File: config.mk
export PLATFORM = sky130hd
export DESIGN_NAME = disp_serial_master
export DESIGN_NICKNAME = d
export VERILOG_FILES = /design/src/rtl/disp_ser_pkg.sv /design/src/rtl/disp_tick.sv /design/src/rtl/disp_shift.sv /design/src/rtl/disp_rst_pulse.sv /design/src/rtl/disp_serial_master.sv
export SDC_FILE = /design/constraint.sdc
export NUM_CORES = 1
export LEC_CHECK = 0
export BUFFER_PORTS_ARGS = -buffer_cell sky130_fd_sc_hd__buf_2
export CAP_MARGIN = 20
export CELL_PAD_IN_SITES_DETAIL_PLACEMENT = 1
export CELL_PAD_IN_SITES_GLOBAL_PLACEMENT = 2
export CORE_MARGIN = 5
export CORE_UTILIZATION = 40
export CTS_CLUSTER_SIZE = 25
export DETAILED_ROUTE_END_ITERATION = 16
export PLACE_DENSITY = 0.84
export SYNTH_ARGS = -nofsm -noshare
export SYNTH_HDL_FRONTEND = slang
export SYNTH_SLANG_ARGS = --single-unit
export TNS_END_PERCENT = 20
File: constraint.sdc
create_clock -name clk -period 6.7 [get_ports clk]
set_input_delay 2.01 -clock clk [delete_from_list [all_inputs] [get_ports clk]]
set_output_delay 2.01 -clock clk [all_outputs]
set_load 0.005 [all_outputs]
File: src/rtl/disp_ser_pkg.sv
package disp_ser_pkg;

   typedef enum logic [2:0] {
      ST_IDLE,
      ST_CMD,
      ST_PAY,
      ST_READ,
      ST_WAIT,
      ST_FIN
   } seq_state_e;

   typedef struct packed {
      logic [15:0] word;
      logic [4:0]  nbits;
   } unit_t;

   localparam logic [4:0] BITS_NARROW = 5'd8;
   localparam logic [4:0] BITS_FLAGGED = 5'd9;
   localparam logic [4:0] BITS_WIDE = 5'd16;

endpackage

File: src/rtl/disp_tick.sv
module disp_tick #(
   parameter int CLK_DIV = 3
) (
   input  logic clk,
   input  logic rst_n,
   input  logic run,
   output logic tick
);

   if (CLK_DIV < 1) begin : g_bad_div
      $error("disp_tick: CLK_DIV must be at least 1");
   end

   if (CLK_DIV == 1) begin : g_direct
      assign tick = run;
   end else begin : g_count
      localparam int CW = $clog2(CLK_DIV);
      localparam logic [CW-1:0] LAST = CW'(CLK_DIV - 1);
      logic [CW-1:0] cnt;

      always_ff @(posedge clk or negedge rst_n) begin
         if (!rst_n) begin
            cnt <= '0;
         end else if (!run || cnt == LAST) begin
            cnt <= '0;
         end else begin
            cnt <= cnt + 1'b1;
         end
      end

      assign tick = run && (cnt == LAST);
   end

endmodule

File: src/rtl/disp_shift.sv
module disp_shift
   import disp_ser_pkg::*;
#(
   parameter int CLK_DIV = 3
) (
   input  logic       clk,
   input  logic       rst_n,
   input  logic       load,
   input  unit_t      unit,
   input  logic       miso,
   output logic       busy,
   output logic       done,
   output logic       sclk,
   output logic       mosi,
   output logic [7:0] rx_byte
);

   logic [15:0] sh;
   logic [4:0]  left;
   logic        high_phase;
   logic        tick;

   disp_tick #(.CLK_DIV(CLK_DIV)) u_tick (
      .clk  (clk),
      .rst_n(rst_n),
      .run  (busy),
      .tick (tick)
   );

   always_ff @(posedge clk or negedge rst_n) begin
      if (!rst_n) begin
         sh         <= '0;
         left       <= '0;
         high_phase <= 1'b0;
         busy       <= 1'b0;
         done       <= 1'b0;
         sclk       <= 1'b0;
         rx_byte    <= '0;
      end else begin
         done <= 1'b0;
         if (load && !busy) begin
            sh         <= unit.word << (5'd16 - unit.nbits);
            left       <= unit.nbits;
            high_phase <= 1'b0;
            busy       <= 1'b1;
         end else if (busy && tick) begin
            if (!high_phase) begin
               sclk       <= 1'b1;
               rx_byte    <= {rx_byte[6:0], miso};
               high_phase <= 1'b1;
            end else begin
               sclk       <= 1'b0;
               high_phase <= 1'b0;
               if (left == 5'd1) begin
                  busy <= 1'b0;
                  done <= 1'b1;
               end else begin
                  sh   <= sh << 1;
                  left <= left - 1'b1;
               end
            end
         end
      end
   end

   assign mosi = sh[15];

endmodule

File: src/rtl/disp_rst_pulse.sv
module disp_rst_pulse #(
   parameter int RST_W = 8
) (
   input  logic             clk,
   input  logic             rst_n,
   input  logic             req,
   input  logic [RST_W-1:0] cycles,
   output logic             rst_out
);

   logic [RST_W-1:0] remain;

   always_ff @(posedge clk or negedge rst_n) begin
      if (!rst_n) begin
         remain <= '0;
      end else if (remain != '0) begin
         remain <= remain - 1'b1;
      end else if (req) begin
         remain <= cycles;
      end
   end

   assign rst_out = (remain != '0);

endmodule

File: src/rtl/disp_serial_master.sv
module disp_serial_master
   import disp_ser_pkg::*;
#(
   parameter int   CLK_DIV   = 3,
   parameter int   LEN_W     = 8,
   parameter int   RST_W     = 8,
   parameter logic DATA_FLAG = 1'b1
) (
   input  logic             clk,
   input  logic             rst_n,
   input  logic             req_valid,
   output logic             req_ready,
   input  logic             req_mode4,
   input  logic             req_wide,
   input  logic             req_has_cmd,
   input  logic [7:0]       req_cmd,
   input  logic [LEN_W-1:0] req_wr_len,
   input  logic [LEN_W-1:0] req_rd_len,
   input  logic             pay_valid,
   input  logic [7:0]       pay_data,
   output logic             pay_ready,
   output logic             rd_valid,
   output logic [7:0]       rd_data,
   output logic             done,
   output logic             err,
   input  logic             rst_req,
   input  logic [RST_W-1:0] rst_cycles,
   output logic             disp_rst,
   output logic             disp_csn,
   output logic             disp_sclk,
   output logic             disp_mosi,
   input  logic             disp_miso,
   output logic             disp_dc
);

   if (LEN_W < 2) begin : g_bad_len
      $error("disp_serial_master: LEN_W must be at least 2");
   end
   if (RST_W < 1) begin : g_bad_rst
      $error("disp_serial_master: RST_W must be at least 1");
   end

   localparam logic CMD_FLAG = ~DATA_FLAG;
   localparam logic [LEN_W-1:0] TWO = LEN_W'(2);

   seq_state_e       st, nxt;
   logic             m4_q, wide_q, hc_q;
   logic [7:0]       cmd_q, hi_q;
   logic             have_hi, is_rd;
   logic [LEN_W-1:0] wrem, rrem;
   logic             dc_q, csn_q, done_q, err_q, rdv_q;
   logic [7:0]       rdd_q;

   logic             bad_req, pair_mode, hold_first;
   logic             load;
   unit_t            cmd_unit, pay_unit, rd_unit, unit;
   logic             sh_busy, sh_done;
   logic [7:0]       sh_rx;

   assign req_ready  = (st == ST_IDLE);
   assign pay_ready  = (st == ST_PAY);
   assign bad_req    = (!req_mode4 && req_wide) ||
                       (!req_has_cmd && req_wr_len == '0 && req_rd_len == '0);
   assign pair_mode  = m4_q && wide_q && !hc_q;
   assign hold_first = pair_mode && !have_hi && (wrem >= TWO);

   always_comb begin
      if (!m4_q) begin
         cmd_unit = '{word: {7'd0, CMD_FLAG, cmd_q}, nbits: BITS_FLAGGED};
         pay_unit = '{word: {7'd0, DATA_FLAG, pay_data}, nbits: BITS_FLAGGED};
      end else if (wide_q) begin
         cmd_unit = '{word: {8'h00, cmd_q}, nbits: BITS_WIDE};
         pay_unit = '{word: {(have_hi ? hi_q : 8'h00), pay_data}, nbits: BITS_WIDE};
      end else begin
         cmd_unit = '{word: {8'h00, cmd_q}, nbits: BITS_NARROW};
         pay_unit = '{word: {8'h00, pay_data}, nbits: BITS_NARROW};
      end
      rd_unit = '{word: 16'h0000, nbits: BITS_NARROW};
   end

   always_comb begin
      unique case (st)
         ST_CMD:  begin load = 1'b1;                      unit = cmd_unit; end
         ST_PAY:  begin load = pay_valid && !hold_first;  unit = pay_unit; end
         ST_READ: begin load = 1'b1;                      unit = rd_unit;  end
         default: begin load = 1'b0;                      unit = rd_unit;  end
      endcase
   end

   always_comb begin
      if (wrem != '0) begin
         nxt = ST_PAY;
      end else if (rrem != '0) begin
         nxt = ST_READ;
      end else begin
         nxt = ST_FIN;
      end
   end

   disp_shift #(.CLK_DIV(CLK_DIV)) u_shift (
      .clk    (clk),
      .rst_n  (rst_n),
      .load   (load),
      .unit   (unit),
      .miso   (disp_miso),
      .busy   (sh_busy),
      .done   (sh_done),
      .sclk   (disp_sclk),
      .mosi   (disp_mosi),
      .rx_byte(sh_rx)
   );

   disp_rst_pulse #(.RST_W(RST_W)) u_rst (
      .clk    (clk),
      .rst_n  (rst_n),
      .req    (rst_req),
      .cycles (rst_cycles),
      .rst_out(disp_rst)
   );

   always_ff @(posedge clk or negedge rst_n) begin
      if (!rst_n) begin
         st      <= ST_IDLE;
         m4_q    <= 1'b0;
         wide_q  <= 1'b0;
         hc_q    <= 1'b0;
         cmd_q   <= '0;
         hi_q    <= '0;
         have_hi <= 1'b0;
         is_rd   <= 1'b0;
         wrem    <= '0;
         rrem    <= '0;
         dc_q    <= 1'b1;
         csn_q   <= 1'b1;
         done_q  <= 1'b0;
         err_q   <= 1'b0;
         rdv_q   <= 1'b0;
         rdd_q   <= '0;
      end else begin
         done_q <= 1'b0;
         err_q  <= 1'b0;
         rdv_q  <= 1'b0;
         unique case (st)
            ST_IDLE: begin
               if (req_valid) begin
                  if (bad_req) begin
                     err_q <= 1'b1;
                  end else begin
                     m4_q    <= req_mode4;
                     wide_q  <= req_wide;
                     hc_q    <= req_has_cmd;
                     cmd_q   <= req_cmd;
                     wrem    <= req_wr_len;
                     rrem    <= req_rd_len;
                     have_hi <= 1'b0;
                     csn_q   <= 1'b0;
                     if (req_has_cmd)            st <= ST_CMD;
                     else if (req_wr_len != '0)  st <= ST_PAY;
                     else                        st <= ST_READ;
                  end
               end
            end
            ST_CMD: begin
               if (m4_q) dc_q <= 1'b0;
               is_rd <= 1'b0;
               st    <= ST_WAIT;
            end
            ST_PAY: begin
               if (pay_valid) begin
                  wrem <= wrem - 1'b1;
                  if (hold_first) begin
                     hi_q    <= pay_data;
                     have_hi <= 1'b1;
                  end else begin
                     have_hi <= 1'b0;
                     is_rd   <= 1'b0;
                     if (m4_q) dc_q <= 1'b1;
                     st <= ST_WAIT;
                  end
               end
            end
            ST_READ: begin
               rrem  <= rrem - 1'b1;
               is_rd <= 1'b1;
               if (m4_q) dc_q <= 1'b1;
               st <= ST_WAIT;
            end
            ST_WAIT: begin
               if (sh_done) begin
                  if (is_rd) begin
                     rdv_q <= 1'b1;
                     rdd_q <= sh_rx;
                  end
                  st <= nxt;
               end
            end
            ST_FIN: begin
               csn_q  <= 1'b1;
               done_q <= 1'b1;
               st     <= ST_IDLE;
            end
            default: st <= ST_IDLE;
         endcase
      end
   end

   assign disp_csn = csn_q;
   assign disp_dc  = dc_q;
   assign done     = done_q;
   assign err      = err_q;
   assign rd_valid = rdv_q;
   assign rd_data  = rdd_q;

endmodule

==> qor.yml <==
run_status:
  status: "finished clean"
timing:
  period_minus_slack_ns: 4.82
  worstMarginPinSlew_ns: 0.880
  min_period_over_period_pct: 72.0
  max_freq_mhz: 207
  finClkSkew_ns: 0.00940
  timing.slew.headroom_pct: 41.1
  drv_slew: 0
  grt_setup_unrepaired: "no"
  setup_viol: 0
  hold_viol: 0
  setup_ws_ns: 1.88
  tns_ns: 0
placed_design:
  pre_cts_slack_ns: 2.24
  port_buffers: 66
  postPlaceCellArea_um2: 5520
  dp_hpwl_um: 9500
  place.gp.congestion: 0.784
  dpl.cell_count: 698
floorplan:
  die_area_um2: 14900
  fp-row-count: 41
  io_pins: 67
  dieHeight_um: 122
  die_w_um: 122
  initial_utilization_pct: 40.3
  core-area_um2: 12500
synth:
  dominantRegCellSynth: "dfrtp_1"
  yosysUniqueCellTypes: 62
  async_flop_share_pct: 100
  synthAdderAreaFrac_pct: 2.49
  synth-simple-area-share_pct: 15.1
  synth_mux_area_share_pct: 12.3
  yosysSeqAreaShare_pct: 47.9
  ys_seq_elements: 96
  yosysWarnings: 0
  synth_cells: 479
  syn_area_um2: 5020
  synth_nets: 538
  synth_edf_count: 0
  synth-xor-area-share_pct: 1.22
  synth_compound_area_share_pct: 17.2
  synth_top_family_by_area: "compound AO/OA/AOI/OAI gates"
  syn_avg_cell_area_um2: 10.5
cts:
  postCtsSetupBuffers: 0
  cts_resized: 0
  cts_buffer_depth: 2
  insertion_delay_ns: 0.35
  clk_pin_slew_ns: 0.07
  cts_tree: "built"
  cts.hold.buffers_added: 0
  clockRootBuffer: "clkbuf_16"
  cts_buffers: 9
  clock_sinks: 96
  htree_levels: 3
global_routing:
  grt_pass1_vias: 4205
  antenna_found_initial: 0
  grt_pass1_wl_um: 21400
  gr-total-overflow: 0
  grtUsageTotal_pct: 18.2
  grt_max_degree: 58
drt:
  first_iter_violations: 170
  wl_per_cell_um: 18.2
  vias: 3951
  drt-pass1-iter-count: 4
  drtAntennaViolNets: 0
  drc: 0
  viasPerCell: 5.53
  wl_um: 13000
power_and_ir_drop:
  finalPower_w: 0.00239
  p_leak_nw: 2.58
  ir_drop_mv: 0.145
  power_density_nw_per_um2: 413
cells_and_area:
  antenna_cells: 0
  drive_above_1_share_pct: 26.4
  final_cell_count_no_fill: 714
  area_growth_pct: 15.4
  fillCellCount: 1408
  design_area_um2: 5800
  fin_nets: 596
worst_setup_path:
  cp.required_ns: 4.69
  crit_fanout: 8
  crit_path_start_kind: "register"
  end_kind: "output port"
  cp.arrival_ns: 2.81
  critical_path_class: "reg2out"
hold_path:
  hp-class: "reg2reg"
flow_run:
  drv_cap: 0
[cell usage in the layout, fill, tap and decap left out, drive strengths merged, types with 15 or more instances in the layout]
cell and instances:
nand3 15, buf 71, o22ai 17, mux2 38, inv 27, a21oi 27, mux2i 19, nor2 27
o21ai 16, dfrtp 94, nand2 27
[worst paths after layout]
path	from	end	slack, ns	cells after the start
setup reg to reg	st[0]	u_shift.sh[12]	3.38	7
hold / removal	u_shift.u_tick.g_count.cnt[0]	u_shift.u_tick.g_count.cnt[0]	0.43	1
setup / recovery	u_rst.remain[0]	disp_rst	1.88	7
max in group asynchronous	rst_n	rd_data[5]	3.91	2
min in group asynchronous	rst_n	u_shift.u_tick.g_count.cnt[1]	1.64	1
hold reg to reg	u_shift.u_tick.g_count.cnt[0]	u_shift.u_tick.g_count.cnt[0]	0.43	1
[power by group]
| group | total (W) | internal, W | switching [W] |
|---|---|---|---|
| sequential | 0.00105 | 0.000813 | 0.000240 |
| combinational | 0.000844 | 0.000406 | 0.000438 |
| clock | 0.000495 | 0.000258 | 0.000237 |
| total | 0.00239 | 0.00148 | 0.000916 |
[cells in the mapped netlist (11+ instances only)]
master / instances / share of area [%]
nor3_1: 11 / 1.1
mux2i_1: 19 / 3.8
nand3b_1: 12 / 1.8
dfrtp_1: 94 / 47
nor2_1: 27 / 2.0
o21ai_0: 15 / 1.5
mux2_2: 38 / 8.5
clkbuf_1: 18 / 1.3
nand3_1: 15 / 1.5
nand2_1: 26 / 1.9
o22ai_1: 17 / 2.1
inv_1: 24 / 1.8
a21oi_1: 27 / 2.7
[through the flow]
stage | utilization (%) | hold WS [ns]
after floorplan | - | 0.403
after CTS | 46.5 | 0.434
final | 46.5 | 0.428
after global routing | 46.5 | 0.460
after detailed placement | 44.3 | 0.424
after global placement | 44.3 | 0.412
[sequential cells by signal, indices dropped and copies added (netlist names), 2 cells and up]
register                    flops
cmd_q                           8
rrem                            8
u_shift.sh                     16
hi_q                            8
wrem                            8
u_shift.u_tick.g_count.cnt      2
st                              3
u_shift.rx_byte                 8
u_shift.left                    5
u_rst.remain                    8
rd_data                         8
[cell type report]
class	instances	area (um2)	area share [%]
multi-input cells	333	2430	41.9
clock inverters	6	52.6	0.906
flip-flops and latches	96	2400	41.5
inverters	26	97.6	1.68
repair buffers	71	370	6.38
well taps	172	215	3.71
clock buffers	10	229	3.95
[cells by family after synthesis]
group                    Yosys count
XOR/XNOR                           7
AND/OR/NAND/NOR                  140
adder cells (fa/ha/maj)           10
AO/OA/AOI/OAI                    119
flip-flops                        96
multiplexers                      57
buffers and inverters             50
[worst max-delay path, cell delays in order, from the launching register on]
cell and delay, ns:
dfrtp_1 0.43, inv_1 0.10, ha_1 0.19, nor2b_1 0.23, nand2_1 0.14, nor4_1 0.66
clkinv_1 0.47, buf_2 0.25
[layer usage]
layer  global-route usage (%)  wire (um)  vias up
li1                         -          -     1887
met1                     24.1       6020     1989
met2                     30.4       6410       57
met3                     2.88        325       18
met4                     6.02        210        0
met5                        0          0        -
Note: power is estimated with default switching activity, not from simulation.
